[config.mk]
export PLATFORM = sky130hd
export DESIGN_NAME = dma_bank_stealer
export DESIGN_NICKNAME = d
export VERILOG_FILES = /design/src/rtl/dma_steal_pkg.sv /design/src/rtl/dma_chan_state.sv /design/src/rtl/dma_rr_pick.sv /design/src/rtl/dma_oldest_pick.sv /design/src/rtl/dma_starve_timer.sv /design/src/rtl/dma_bank_stealer.sv
export SDC_FILE = /design/constraint.sdc
export NUM_CORES = 1
export LEC_CHECK = 0
export ABC_AREA = 1
export BUFFER_PORTS_ARGS = -buffer_cell sky130_fd_sc_hd__buf_4
export CORE_AREA = 2 2 325 327
export DETAILED_ROUTE_END_ITERATION = 16
export DIE_AREA = 0 0 327 329
export PLACE_DENSITY = 0.49
export SKIP_LAST_GASP = 1
export SYNTH_ARGS = -nofsm -noshare
export SYNTH_HDL_FRONTEND = slang
export SYNTH_SLANG_ARGS = --single-unit
export TNS_END_PERCENT = 5
[constraint.sdc]
create_clock -name clk -period 24.5 [get_ports clk]
set_input_delay 4.9 -clock clk [delete_from_list [all_inputs] [get_ports clk]]
set_output_delay 4.9 -clock clk [all_outputs]
set_load 0.005 [all_outputs]
[src/rtl/dma_steal_pkg.sv]
package dma_steal_pkg;

  typedef enum logic [1:0] {
    MODE_X   = 2'd0,
    MODE_Y   = 2'd1,
    MODE_ALT = 2'd2,
    MODE_RSV = 2'd3
  } bank_mode_e;

  // 1 when the channel's next pair goes to bank Y
  function automatic logic target_is_y(input logic [1:0] mode, input logic tog);
    case (bank_mode_e'(mode))
      MODE_Y:   return 1'b1;
      MODE_ALT: return tog;
      default:  return 1'b0;
    endcase
  endfunction

endpackage

[src/rtl/dma_chan_state.sv]
module dma_chan_state #(
  parameter int AW   = 8,
  parameter int AGEW = 6
) (
  input  logic          clk,
  input  logic          rst_n,
  input  logic          req,
  input  logic          grant,
  input  logic [1:0]    mode,
  input  logic [AW-1:0] base,
  input  logic [AW-1:0] len,
  output logic [AW-1:0] addr,
  output logic          want_y,
  output logic [AGEW-1:0] age
);
  import dma_steal_pkg::*;

  logic [AW-1:0] off_q;
  logic          tog_q;

  function automatic logic [AW-1:0] next_off(input logic [AW-1:0] off,
                                             input logic [AW-1:0] n);
    if (n <= AW'(1))          return '0;
    if (off >= n - AW'(1))    return '0;
    return off + AW'(1);
  endfunction

  always_ff @(posedge clk or negedge rst_n) begin
    if (!rst_n) begin
      off_q <= '0;
      tog_q <= 1'b0;
      age   <= '0;
    end else begin
      if (grant) begin
        off_q <= next_off(off_q, len);
        if (bank_mode_e'(mode) == MODE_ALT) tog_q <= ~tog_q;
      end
      if (!req || grant)  age <= '0;
      else if (age != '1) age <= age + AGEW'(1);
    end
  end

  assign addr   = base + off_q;
  assign want_y = target_is_y(mode, tog_q);

endmodule

[src/rtl/dma_rr_pick.sv]
module dma_rr_pick #(
  parameter int N  = 12,
  localparam int IW = $clog2(N)
) (
  input  logic [N-1:0]  elig,
  input  logic [IW-1:0] ptr,
  output logic [IW-1:0] idx,
  output logic          hit
);
  always_comb begin
    hit = 1'b0;
    idx = '0;
    for (int k = 0; k < N; k++) begin
      int j;
      j = int'(ptr) + k;
      if (j >= N) j = j - N;
      if (!hit && elig[j]) begin
        hit = 1'b1;
        idx = IW'(j);
      end
    end
  end
endmodule

[src/rtl/dma_oldest_pick.sv]
module dma_oldest_pick #(
  parameter int N    = 12,
  parameter int AGEW = 6,
  localparam int IW  = $clog2(N)
) (
  input  logic [N-1:0]      pend,
  input  logic [N*AGEW-1:0] ages,
  output logic [IW-1:0]     idx,
  output logic              hit
);
  logic [AGEW-1:0] best;

  always_comb begin
    hit  = 1'b0;
    idx  = '0;
    best = '0;
    for (int i = 0; i < N; i++) begin
      if (pend[i] && (!hit || ages[i*AGEW +: AGEW] > best)) begin
        hit  = 1'b1;
        idx  = IW'(i);
        best = ages[i*AGEW +: AGEW];
      end
    end
  end
endmodule

[src/rtl/dma_starve_timer.sv]
module dma_starve_timer #(
  parameter int TW = 8
) (
  input  logic          clk,
  input  logic          rst_n,
  input  logic [TW-1:0] reload,
  input  logic          pending,
  input  logic          xfer,
  output logic          expired
);
  logic [TW-1:0] cnt_q;

  always_ff @(posedge clk or negedge rst_n) begin
    if (!rst_n)               cnt_q <= '1;
    else if (xfer || !pending) cnt_q <= reload;
    else if (cnt_q != '0)     cnt_q <= cnt_q - TW'(1);
  end

  assign expired = (cnt_q == '0);
endmodule

[src/rtl/dma_bank_stealer.sv]
module dma_bank_stealer #(
  parameter int NCH  = 12,
  parameter int AW   = 8,
  parameter int DW   = 32,
  parameter int TW   = 8,
  parameter int AGEW = 6
) (
  input  logic              clk,
  input  logic              rst_n,
  input  logic [NCH-1:0]    chan_req,
  output logic [NCH-1:0]    chan_ack,
  input  logic [NCH-1:0]    cfg_dir,
  input  logic [2*NCH-1:0]  cfg_mode,
  input  logic [AW*NCH-1:0] cfg_base,
  input  logic [AW*NCH-1:0] cfg_len,
  input  logic [DW*NCH-1:0] chan_wdata,
  input  logic [TW-1:0]     starve_reload,
  input  logic              x_busy,
  input  logic              y_busy,
  output logic              x_en,
  output logic              x_we,
  output logic [AW-1:0]     x_addr,
  output logic [DW-1:0]     x_wdata,
  input  logic [DW-1:0]     x_rdata,
  output logic              y_en,
  output logic              y_we,
  output logic [AW-1:0]     y_addr,
  output logic [DW-1:0]     y_wdata,
  input  logic [DW-1:0]     y_rdata,
  output logic [DW-1:0]     pair_rdata,
  output logic [NCH-1:0]    pair_rvalid,
  output logic              core_stall
);
  localparam int IW = $clog2(NCH);

  // named internal events
  logic [NCH-1:0]      want_y;
  logic [NCH-1:0]      elig;
  logic [AW-1:0]       ch_addr [NCH];
  logic [NCH*AGEW-1:0] age_flat;
  logic [IW-1:0]       rr_ptr_q;
  logic [IW-1:0]       rr_idx, old_idx, grant_idx;
  logic                rr_hit, old_hit, any_pend, expired, force_hit, grant_vld;
  logic [NCH-1:0]      grant_vec;
  logic                sel_y, sel_we;
  logic [AW-1:0]       sel_addr;
  logic [DW-1:0]       sel_wdata;
  logic                rsel_y_q;
  logic [NCH-1:0]      rvalid_q;

  for (genvar i = 0; i < NCH; i++) begin : g_chan
    dma_chan_state #(.AW(AW), .AGEW(AGEW)) u_state (
      .clk    (clk),
      .rst_n  (rst_n),
      .req    (chan_req[i]),
      .grant  (grant_vec[i]),
      .mode   (cfg_mode[2*i +: 2]),
      .base   (cfg_base[AW*i +: AW]),
      .len    (cfg_len[AW*i +: AW]),
      .addr   (ch_addr[i]),
      .want_y (want_y[i]),
      .age    (age_flat[AGEW*i +: AGEW])
    );
    assign elig[i]      = chan_req[i] && (want_y[i] ? !y_busy : !x_busy);
    assign grant_vec[i] = grant_vld && (grant_idx == IW'(i));
  end

  dma_rr_pick #(.N(NCH)) u_rr (
    .elig (elig),
    .ptr  (rr_ptr_q),
    .idx  (rr_idx),
    .hit  (rr_hit)
  );

  dma_oldest_pick #(.N(NCH), .AGEW(AGEW)) u_old (
    .pend (chan_req),
    .ages (age_flat),
    .idx  (old_idx),
    .hit  (old_hit)
  );

  assign any_pend = |chan_req;

  dma_starve_timer #(.TW(TW)) u_timer (
    .clk     (clk),
    .rst_n   (rst_n),
    .reload  (starve_reload),
    .pending (any_pend),
    .xfer    (grant_vld),
    .expired (expired)
  );

  assign force_hit = expired && old_hit && !rr_hit;
  assign grant_vld = rr_hit || force_hit;
  assign grant_idx = rr_hit ? rr_idx : old_idx;

  always_comb begin
    sel_y     = 1'b0;
    sel_we    = 1'b0;
    sel_addr  = '0;
    sel_wdata = '0;
    for (int i = 0; i < NCH; i++) begin
      if (grant_vec[i]) begin
        sel_y     = want_y[i];
        sel_we    = cfg_dir[i];
        sel_addr  = ch_addr[i];
        sel_wdata = chan_wdata[DW*i +: DW];
      end
    end
  end

  always_ff @(posedge clk or negedge rst_n) begin
    if (!rst_n) begin
      rr_ptr_q <= '0;
      rsel_y_q <= 1'b0;
      rvalid_q <= '0;
    end else begin
      if (grant_vld)
        rr_ptr_q <= (grant_idx == IW'(NCH - 1)) ? '0 : grant_idx + IW'(1);
      rvalid_q <= grant_vec & ~cfg_dir;
      if (grant_vld) rsel_y_q <= sel_y;
    end
  end

  assign chan_ack    = grant_vec;
  assign core_stall  = force_hit;
  assign x_en        = grant_vld && !sel_y;
  assign y_en        = grant_vld && sel_y;
  assign x_we        = x_en && sel_we;
  assign y_we        = y_en && sel_we;
  assign x_addr      = sel_addr;
  assign y_addr      = sel_addr;
  assign x_wdata     = sel_wdata;
  assign y_wdata     = sel_wdata;
  assign pair_rvalid = rvalid_q;
  assign pair_rdata  = rsel_y_q ? y_rdata : x_rdata;

endmodule

# After elaboration in Yosys (flattened, before gate mapping)

Cells that the tools add are included.

Flip-flop bits (word level): 205
Input bits: 700
Output and inout port bits: 141

Add/subtract/negate cells: 73
Magnitude comparators: 59
Equality and inequality tests: 47
Multiplexer cells: 315
Bitwise gates (word level): 14
Reduce and logical (&&, ||, !) cells: 145

Operator list:

| cell                  | count |
|---|---|
| $mux 32               | 25 |
| $mux 8                | 62 |
| $lt 32x6->1 const B   | 12 |
| $ge 32x5->1 const B   | 11 |
| $sub 32x5->32 const B | 11 |
| $mux 6                | 35 |
| $mux 1                | 145 |
| $sub 8x1->8 const B   | 13 |
| $add 8x1->8 const B   | 12 |
| $add 8x8->8           | 12 |
| $ge 8x8->1            | 12 |
| $le 8x1->1 const B    | 12 |
| $add 6x1->6 const B   | 12 |
| $mux 4                | 18 |
| $ne 6x6->1 const B    | 12 |
| $gt 6x6->1            | 11 |
| $logic_and 1x1->1     | 52 |
| $bmux 1 s4            | 12 |
| $logic_not 1->1       | 39 |
| $reduce_bool 2->1     | 13 |
| $logic_or 1x1->1      | 25 |
| $eq 2x1->1 const B    | 12 |
| $eq 2x2->1 const B    | 12 |
| $pmux 1 s2            | 12 |
| other kinds (21)      | 61 |

# Longest topological paths before layout

Gate-level depths: netlist of run 1.

Word-level depth: 64
Gate-level depth with buffers: 145
Gate-level depth less buffers: 136

# By module

A second synthesis of run 1 with hierarchy kept.

Cell total of the unflattened synthesis: 4496
Area, all modules: 29366.9 um^2

Modules (own cells, without submodules):

| module                                 | times used | cells each | area each (um^2) | sequential area each (um^2) |
|---|---|---|---|---|
| dma_chan_state (g_chan[0].u_state ...) | 9          | 201        | 1493.9           | 375.4 |
| dma_bank_stealer                       | 1          | 1109       | 5957.0           | 425.4 |
| dma_oldest_pick                        | 1          | 494        | 2855.2           | 0.0 |
| dma_rr_pick                            | 1          | 419        | 2120.8           | 0.0 |
| dma_chan_state (g_chan[3].u_state)     | 1          | 198        | 1495.2           | 375.4 |
| dma_chan_state (g_chan[1].u_state)     | 1          | 191        | 1471.4           | 375.4 |
| dma_chan_state (g_chan[2].u_state)     | 1          | 190        | 1455.1           | 375.4 |
| dma_starve_timer                       | 1          | 86         | 566.8            | 210.2 |

# Worst setup path after synthesis of run 1

OpenSTA, ideal clock, no wires.

Path type: in2out
Start point: in chan_req[0]
End point: out y_wdata[15]
Data arrival time: 20.259 ns
Slack: -0.659 ns
Stages: 133
Cells stage by stage: buf_2 > nand2_1 > ha_1 > nand2_1 > nor2_2 > nand2_1 > nand3_1 > nand2_1 > nand2_2 > nand2_1 > buf_6 > o21ai_0 > ha_1 > nand2_1 > inv_1 > o21bai_1 > nand3_1 > nand2_1 > (+97 left out) > inv_1 > ha_1 > inv_1 > nor2_1 > inv_1 > nor2_8 > buf_4 > nand2_1 > nand2_1 > o22ai_1 > o211ai_1 > nand2_1 > nand3_1 > nand2_1 > nand3b_1 > nand2_1 > a21oi_1 > buf_4

Cells in the longest elaborated chain, start to end: 61
Elaborated cells between the ends (all ways): 202
Classes of those cells: order compare: 11; eq/ne: 11; mux: 107; reduce/logical: 73

RTL lines:

| element                                                             | line                    | text |
|---|---|---|
| from (decl)                                                         | dma_bank_stealer.sv:10  | `input logic [NCH-1:0] chan_req,` |
| parallel branches: the longest is 60 deep, another holds $gt 6x6->1 | --                      |  |
| $mux 32 (*)                                                         | dma_bank_stealer.sv:103 | `if (grant_vec[i]) begin` |
| to (decl)                                                           | dma_bank_stealer.sv:28  | `output logic [DW-1:0] y_wdata,` |

Mark *: on every way between the ends. The select of a mux whose other input is x is not followed.

# Worst setup path after layout of run 1

Start point: in chan_req[0]
End point: out y_wdata[5]

The elaborated chain is that of the path after synthesis.

==> results of run 1 <==
## worst min-delay path by stage
stage                                           to
after floorplan            g_chan[0].u_state.tog_q
after global routing       g_chan[5].u_state.tog_q
after global placement    g_chan[11].u_state.tog_q
after CTS                 g_chan[10].u_state.tog_q
after detailed placement   g_chan[5].u_state.tog_q
final                     g_chan[11].u_state.tog_q
## critical path, delay by kind of cell
kind | cells | cell delay [ns]
AND/OR/NAND/NOR | 72 | 6.08
buffers and inverters | 21 | 2.44
adder cells (fa/ha/maj) | 12 | 3.11
AO/OA/AOI/OAI | 30 | 3.23
## repair_timing
item / 4_1_cts / 5_1_grt
setup endpoints to repair: 95 / 96
gates cloned: 10 / 1
resized for setup: 202 / 166
setup buffers: 84 / 12
pin swaps: 101 / 119
## cell usage in the layout (no fill, tap or decap), types with 16 or more instances in the layout
cell,netlist,final
a211oi_1,19,19
a21oi_1,193,173
a21oi_2,0,17
a31oi_1,19,19
buf_12,0,37
buf_4,62,1147
buf_6,6,41
clkbuf_16,0,38
dfrtp_1,197,197
ha_1,337,317
ha_4,0,20
inv_1,570,556
inv_2,10,16
mux2_2,34,34
nand2_1,1000,908
nand2_2,15,87
nand2_4,4,29
nand3_1,259,235
nand3_2,2,23
nand3b_1,19,19
nand4_1,54,54
nor2_1,295,283
nor3_1,75,75
nor3b_1,32,32
o211ai_1,57,57
o21a_1,62,62
o21ai_0,285,247
o21ai_1,25,32
o21ai_2,0,27
o21bai_1,22,17
o22ai_1,22,22
or2_2,24,23
xnor2_1,83,83
xor2_1,102,102
## kinds of logic (layout without fill, tap and decap cells)
kind of cell | Yosys count | after routing
xor gates and xnor gates | 185 | 185
DFF | 205 | 205
and+or+nand+nor | 1836 | 1843
buffers and inverters | 766 | 1878
adders and majority gates | 349 | 349
muxes | 41 | 41
other | 0 | 4
AOI/OAI and AO/OA | 756 | 756
## routing by layer
layer	up-vias	global-route usage, %
li1	15800	-
met1	14900	35.7
met2	987	40.6
met3	157	5.97
met4	16	5.53
met5	-	0
## state kept, by name (all words and copies together) (netlist names)
register / cells
g_chan.u_state.tog_q: 12
g_chan.u_state.age: 72
g_chan.u_state.off_q: 96
rsel_y_q: 1
u_timer.cnt_q: 8
pair_rvalid: 12
rr_ptr_q: 4
## through the flow
step           cell area [µm²]  utilization [%]  setup WS (ns)
2_1_floorplan            27300                -         0.0208
3_3_place_gp             37100             35.5          -1.71
3_5_place_dp             37100             35.5          -1.83
4_1_cts                  39800             38.1         -0.285
5_1_grt                  40600             38.9          -1.42
6_report                 40600             38.9         -0.193
## final cells by class
type	instances	area [µm²]
tap	1391	1740
timing repair buffer	1235	10000
multi-input combinational	3174	20200
clock inverter	19	304
clock buffer	42	952
inverter	582	2210
sequential	205	5140
fill	11200	63800
antenna	4	10.0
==> impl_metrics.tcl, run 1 <==
set metrics [dict create \
    ff2ff_path_depth 134 \
    crit_fanout 7 \
    synth_compound_area_share_pct 16.4 \
    synth_top_cells_by_count "nand2_1, inv_1, ha_1, nor2_1, o21ai_0" \
    wl_met3_um 11100 \
    reg2reg_from "g_chan[1].u_state.age[2]" \
    cp-endpoint "y_wdata[5]" \
    setup_tns_ns -4.52 \
    drc 0 \
    instances_no_fill 6652 \
    period_needed_ns 24.69 \
    vias 31900 \
    critPathSlowestCell "ha_1" \
    drtAntennaViolNets 0 \
    die_w_um 327 \
    core-area_mm2 0.104 \
    via_per_inst 4.79 \
    place_congestion 0.941 \
    startpoint_type "input pin" \
    synth_xor_area_share_pct 5.93 \
    grt_max_degree 92 \
    required_ns 19.60 \
    synth-seq-area-share_pct 18.8 \
    dr.pass1.iters 6 \
    synth-edff-count 0 \
    skew_ns 0.0227 \
    fin_nets 6281 \
    wl_um 144000 \
    clock.fmax_mhz 40.5 \
    whs_ns 0.469 \
    cts_tree "yes" \
    synth_top_family_by_area "simple AND/OR/NAND/NOR gates" \
    clockBufferDepth 3 \
    cts_max_level 2 \
    slowest_delay_ns 0.32 \
    yosysUniqueCellTypes 63 \
    critical_path_class "input pin to output port" \
    cts_sinks 205 \
    hold_buffers 0 \
    hold_violations 0 \
    hp-start "g_chan[11].u_state.tog_q" \
    met1Wirelength_um 65500 \
    yosys.area_share.adder_pct 16.3 \
    cts_buffers 34 \
    cts_root_buf "clkbuf_16" \
    synthSimpleGateAreaFrac_pct 29.2 \
    syn_to_final_growth_pct 48.4 \
    grt_antenna_before_repair 13 \
    syn_area_mm2 0.0273 \
    ios 841 \
    synth_mux_area_share_pct 1.66 \
    yosysTopAreaCell "dfrtp_1" \
    drtIter0Drc 2244 \
    top_layer "met5" \
    gr-usage-all-layers_pct 25.7 \
    regToRegSetupSlack_ns 9.43 \
    r2r_end "rsel_y_q" \
    clkTransAtPathRegs_ns 0.05 \
    yosys_warnings 0 \
    dp_cells 6482 \
    synth_top_area_share_pct 18.0 \
    hold_class "flip-flop to flip-flop" \
    slew_viol_final 0 \
    synth-main-ff-cell "dfrtp_1" \
    grt_pass1_wl_um 204000 \
    arrival_ns 19.79 \
    die_h_um 329 \
    postSynthRegisterBits 205 \
    drive_gt1_share_pct 31.4 \
    critPathLaunch "chan_req[0]" \
    maxCapViolations 0 \
    setup_violations 65 \
    fp-row-count 119 \
    synth.most_common_cell "nand2_1" \
    synthTopCellsByArea "dfrtp_1, ha_1, nand2_1" \
    wl_per_cell_um 21.7 \
    grt_pass1_vias 30800 \
    dr_wl_met2_um 64200 \
    whs_path_depth 1 \
    endpoint_kind "output port" \
    worst_slack_ns -0.193 \
    clock_latency_ns 0.56 \
    port_buffers 840 \
    status "finished with violations" \
    start_util_pct 26.2 \
    grt_setup_unrepaired "yes" \
    fp.dieArea_mm2 0.108 \
    synth.avg_cell_area_um2 6.60 \
    relSlewSlack_pct 37.6 \
    finalCritPeriodShare_pct 101 \
    synthCells 4138 \
    worst_path_most_repeated_cell "nand2_1" \
    grt_overflow 0 \
    mappedNetlistNets 5187 \
    worst_pin_slew_ns 0.936 \
    violations "setup timing" \
    detailed_place_hpwl_um 121000 \
    synthArstFlopShare_pct 100 \
]
Power of run 1 is left out: the tool's default activity adds up to more than one toggle a clock period on the data nets, which glitch-free logic cannot reach.
==> run 2, diff against run 1 <==
--- a/config.mk
+++ b/config.mk
@@ -7,10 +7,12 @@
 export LEC_CHECK = 0
 export ABC_AREA = 1
 export BUFFER_PORTS_ARGS = -buffer_cell sky130_fd_sc_hd__buf_4
-export CORE_AREA = 2 2 325 327
+export CELL_PAD_IN_SITES_DETAIL_PLACEMENT = 2
+export CELL_PAD_IN_SITES_GLOBAL_PLACEMENT = 2
+export CORE_MARGIN = 2
+export CORE_UTILIZATION = 25
 export DETAILED_ROUTE_END_ITERATION = 16
-export DIE_AREA = 0 0 327 329
-export PLACE_DENSITY = 0.49
+export PLACE_DENSITY = 0.79
 export SKIP_LAST_GASP = 1
 export SYNTH_ARGS = -nofsm -noshare
 export SYNTH_HDL_FRONTEND = slang
==> impl_metrics.tcl, run 2 (synthesis results as in run 1) <==
set metrics [dict create \
    hold_violations 0 \
    cts_buffers 31 \
    place_congestion 0.928 \
    top_layer "met5" \
    dr.pass1.iters 5 \
    drive_gt1_share_pct 32.5 \
    vias 34700 \
    relSlewSlack_pct 22.7 \
    crit_fanout 8 \
    final_common_cell "buf_4" \
    utilization_pct 38.0 \
    finalCritPeriodShare_pct 110 \
    placed_area_mm2 0.0373 \
    grt_pass1_wl_um 240000 \
    grt_overflow 0 \
    core-area_mm2 0.109 \
    drc 0 \
    startpoint_type "input pin" \
    clockBufferDepth 3 \
    regToRegSetupSlack_ns 7.28 \
    clkTransAtPathRegs_ns 0.06 \
    detailed_place_hpwl_um 136000 \
    endpoint_kind "output port" \
    required_ns 19.60 \
    cts_max_level 1 \
    grt_antenna_before_repair 28 \
    worst_slack_ns -2.33 \
    clock.fmax_mhz 37.3 \
    via_per_inst 5.19 \
    gr-usage-all-layers_pct 28.4 \
    wl_met3_um 8630 \
    whs_ns 0.473 \
    grt_setup_unrepaired "yes" \
    fin_nets 6280 \
    wl_um 178000 \
    cts_root_buf "clkbuf_16" \
    critPathSlowestCell "ha_1" \
    skew_ns 0.0591 \
    reg_top3 "g_chan.u_state.off_q (96), g_chan.u_state.age (72)" \
    place_ws_ns -2.48 \
    drtIter0Drc 1962 \
    met1Wirelength_um 74600 \
    cts_tree "yes" \
    die_w_um 335 \
    status "finished with violations" \
    fill_cells 12700 \
    fp-row-count 121 \
    clock_latency_ns 0.65 \
    grt_pass1_vias 37100 \
    regMostFlops "g_chan.u_state.off_q" \
    cts_sinks 205 \
    post-route-cell-area_mm2 0.0413 \
    critical_path_class "input pin to output port" \
    slew_viol_final 0 \
    fp.dieArea_mm2 0.112 \
    drtAntennaViolNets 0 \
    hold_class "flip-flop to flip-flop" \
    die_h_um 335 \
    largest_reg_flops 96 \
    ios 841 \
    syn_to_final_growth_pct 51.1 \
    wl_per_cell_um 26.6 \
    arrival_ns 21.93 \
    maxCapViolations 0 \
    violations "setup timing" \
    slowest_delay_ns 0.33 \
    mostFrequentLayoutCells "buf_4, nand2_1, inv_1" \
    setup_violations 96 \
    port_buffers 840 \
    worst_pin_slew_ns 1.15 \
    period_needed_ns 26.83 \
    grt_max_degree 136 \
    dr_wl_met2_um 86200 \
    worst_path_most_repeated_cell "nand2_4" \
    start_util_pct 25.1 \
]
[run 2: timing repair]
action | CTS | global route
setup buffers | 45 | 31
gates cloned | 16 | 2
pin swaps | 112 | 165
gates resized for setup | 206 | 262
setup endpoints to repair | 96 | 96
hold buffers | 0 | 0
[run 2: layer usage]
metal | track usage (%) | up-vias
met5 | 0 | -
met4 | 10.1 | 12
met3 | 3.64 | 320
met2 | 49.0 | 1084
met1 | 36.2 | 17500
li1 | - | 15800
[run 2: critical path: cells and delay by family]
| kind | cells | cell delay (ns) |
|---|---|---|
| AND/OR/NAND/NOR | 75 | 8.01 |
| buffers and inverters | 17 | 1.84 |
| adder cells (fa/ha/maj) | 11 | 3.18 |
| AO/OA/AOI/OAI | 26 | 3.90 |
[run 2: per-stage QoR]
stage	setup TNS, ns	instances
finish	-192.43	6689
global route	-259.03	6687
CTS	-62.69	6639
detailed placement	-200.97	6522
global placement	-114.69	6522
floorplan	0	4138
[run 2: final timing paths]
| path | startpoint | to | cells after the start |
|---|---|---|---|
| max | chan_req[0] | y_wdata[18] | 129 |
| min | g_chan[10].u_state.tog_q | g_chan[10].u_state.tog_q | 1 |
| max reg2reg | g_chan[0].u_state.age[5] | rsel_y_q | 133 |
| min reg2reg | g_chan[10].u_state.tog_q | g_chan[10].u_state.tog_q | 1 |
| max in group asynchronous | rst_n | pair_rvalid[6] | 2 |
| min in group asynchronous | rst_n | g_chan[1].u_state.age[0] | 1 |
[run 2: cell type report]
type	instances	area (µm²)	share of cell area (%)
Multi-Input combinational cell	3175	20900	50.5
Timing Repair Buffer	1236	10200	24.6
Sequential cell	205	5140	12.4
Inverter	582	2210	5.35
Tap cell	1414	1770	4.29
Clock buffer	43	881	2.13
Clock inverter	14	215	0.521
Antenna cell	20	50.0	0.121
Power of run 2 is left out for the same reason.
==> run 3, diff against run 2 <==
--- a/config.mk
+++ b/config.mk
@@ -10,9 +10,10 @@
 export CELL_PAD_IN_SITES_DETAIL_PLACEMENT = 2
 export CELL_PAD_IN_SITES_GLOBAL_PLACEMENT = 2
 export CORE_MARGIN = 2
-export CORE_UTILIZATION = 25
+export CORE_UTILIZATION = 26
+export CTS_BUF_LIST = sky130_fd_sc_hd__clkbuf_8
 export DETAILED_ROUTE_END_ITERATION = 16
-export PLACE_DENSITY = 0.79
+export PLACE_DENSITY = 0.82
 export SKIP_LAST_GASP = 1
 export SYNTH_ARGS = -nofsm -noshare
 export SYNTH_HDL_FRONTEND = slang
==> impl_metrics.tcl, run 3 (synthesis results as in run 1) <==
set metrics [dict create \
    status "finished with violations" \
    violations "setup timing" \
    die_w_um 328 \
    multi_input_area_mm2 0.0211 \
    reg_top3 "g_chan.u_state.off_q (96), g_chan.u_state.age (72)" \
    drive_gt1_share_pct 34.0 \
    critical_path_class "input pin to output port" \
    core-area_mm2 0.104 \
    crit_fanout 8 \
    grt_pass1_wl_um 248000 \
    place_congestion 0.937 \
    critPathLaunch "chan_req[0]" \
    fin_nets 6328 \
    die_h_um 328 \
    dr.pass1.iters 6 \
    maxCapViolations 0 \
    worst_slack_ns -2.15 \
    drc 0 \
    grt_max_degree 82 \
    placed_area_mm2 0.0373 \
    clock.fmax_mhz 37.5 \
    worst_path_most_repeated_cell "nand2_2" \
    port_buffers 840 \
    drtIter0Drc 2389 \
    clockBufferDepth 3 \
    startpoint_type "input pin" \
    start_util_pct 26.3 \
    dp_cells 6500 \
    ff_latch_area_mm2 0.00514 \
    setup_violations 96 \
    wl_per_cell_um 27.4 \
    endpoint_kind "output port" \
    ios 841 \
    cts_buffers 48 \
    via_per_inst 5.29 \
    wl_um 184000 \
    cts_tree "yes" \
    instances_no_fill 6716 \
    clkTransAtPathRegs_ns 0.06 \
    reg2reg_from "g_chan[0].u_state.age[5]" \
    post-route-cell-area_mm2 0.0416 \
    relSlewSlack_pct 26.4 \
    hold_class "flip-flop to flip-flop" \
    mostFrequentLayoutCells "buf_4, nand2_1, inv_1" \
    cts_root_buf "clkbuf_8" \
    hp-start "g_chan[5].u_state.tog_q" \
    final_common_cell "buf_4" \
    gr-usage-all-layers_pct 30.5 \
    required_ns 19.60 \
    critPathSlowestCell "ha_1" \
    drtAntennaViolNets 0 \
    fp-row-count 118 \
    finalCritPeriodShare_pct 109 \
    fill_cells 12100 \
    clock_latency_ns 0.71 \
    largest_reg_flops 96 \
    syn_to_final_growth_pct 52.0 \
    cts_max_level 2 \
    grt_setup_unrepaired "yes" \
    regMostFlops "g_chan.u_state.off_q" \
    slowest_delay_ns 0.38 \
    grt_overflow 0 \
    worst_pin_slew_ns 1.10 \
    grt_pass1_vias 38300 \
    whs_ns 0.474 \
    vias 35500 \
    hold_violations 0 \
    period_needed_ns 26.65 \
    slew_viol_final 0 \
    grt_antenna_before_repair 28 \
    cts_sinks 205 \
    arrival_ns 21.75 \
    detailed_place_hpwl_um 139000 \
    fp.dieArea_mm2 0.108 \
    skew_ns 0.0435 \
]
run 3: what timing repair did:
item | in CTS | in global routing
setup buffers | 72 | 29
cloned | 9 | 1
setup endpoints to repair | 96 | 96
resized for setup | 267 | 265
pin swaps | 160 | 181
hold buffers | 0 | 0
hold endpoints to repair | 0 | 0
run 3: layout make-up:
class | instances | area share [%]
multi-input cells | 3174 | 50.7
repair buffers | 1268 | 24.7
flip-flops and latches | 205 | 12.4
inverters | 582 | 5.34
well taps | 1380 | 4.16
clock buffers | 60 | 1.99
clock inverters | 28 | 0.608
diodes | 19 | 0.114
run 3: critical path: cells and delay by family:
kind | cells | cell delay, ns
AO/OA/AOI/OAI | 26 | 4.00
adder cells (fa/ha/maj) | 9 | 2.47
buffers and inverters | 20 | 2.80
AND/OR/NAND/NOR | 74 | 7.51
run 3: worst paths after layout:
| kind | slack, ns | depth (start not counted) | endpoint |
|---|---|---|---|
| min in group asynchronous | 4.23 | 1 | g_chan[1].u_state.age[1] |
| min reg2reg | 0.47 | 1 | g_chan[5].u_state.tog_q |
| max | -2.15 | 129 | y_wdata[5] |
| min | 0.47 | 1 | g_chan[5].u_state.tog_q |
| max reg2reg | 7.37 | 132 | rsel_y_q |
| max in group asynchronous | 18.69 | 2 | g_chan[9].u_state.off_q[6] |
run 3: per-stage QoR:
| stage | worst slack [ns] | setup TNS [ns] | util [%] |
|---|---|---|---|
| 6_report | -2.15 | -181.77 | 40.0 |
| 3_5_place_dp | -3.07 | -237.76 | 35.9 |
| 4_1_cts | -1.03 | -81.39 | 38.5 |
| 3_3_place_gp | -2.16 | -139.61 | 35.9 |
| 2_1_floorplan | 0.0208 | 0 | - |
| 5_1_grt | -2.85 | -250.73 | 40.0 |
run 3: routing by layer:
metal | GRT usage, % | share of wire (%) | routed length (µm) | up-vias
met4 | 12.8 | 5.4 | 9970 | 14
li1 | - | - | - | 15900
met1 | 37.9 | 41 | 74900 | 17900
met5 | 0 | 0.050 | 91 | -
met2 | 51.9 | 48 | 88800 | 1270
met3 | 5.15 | 5.4 | 9940 | 455
Power of run 3 is left out for the same reason.
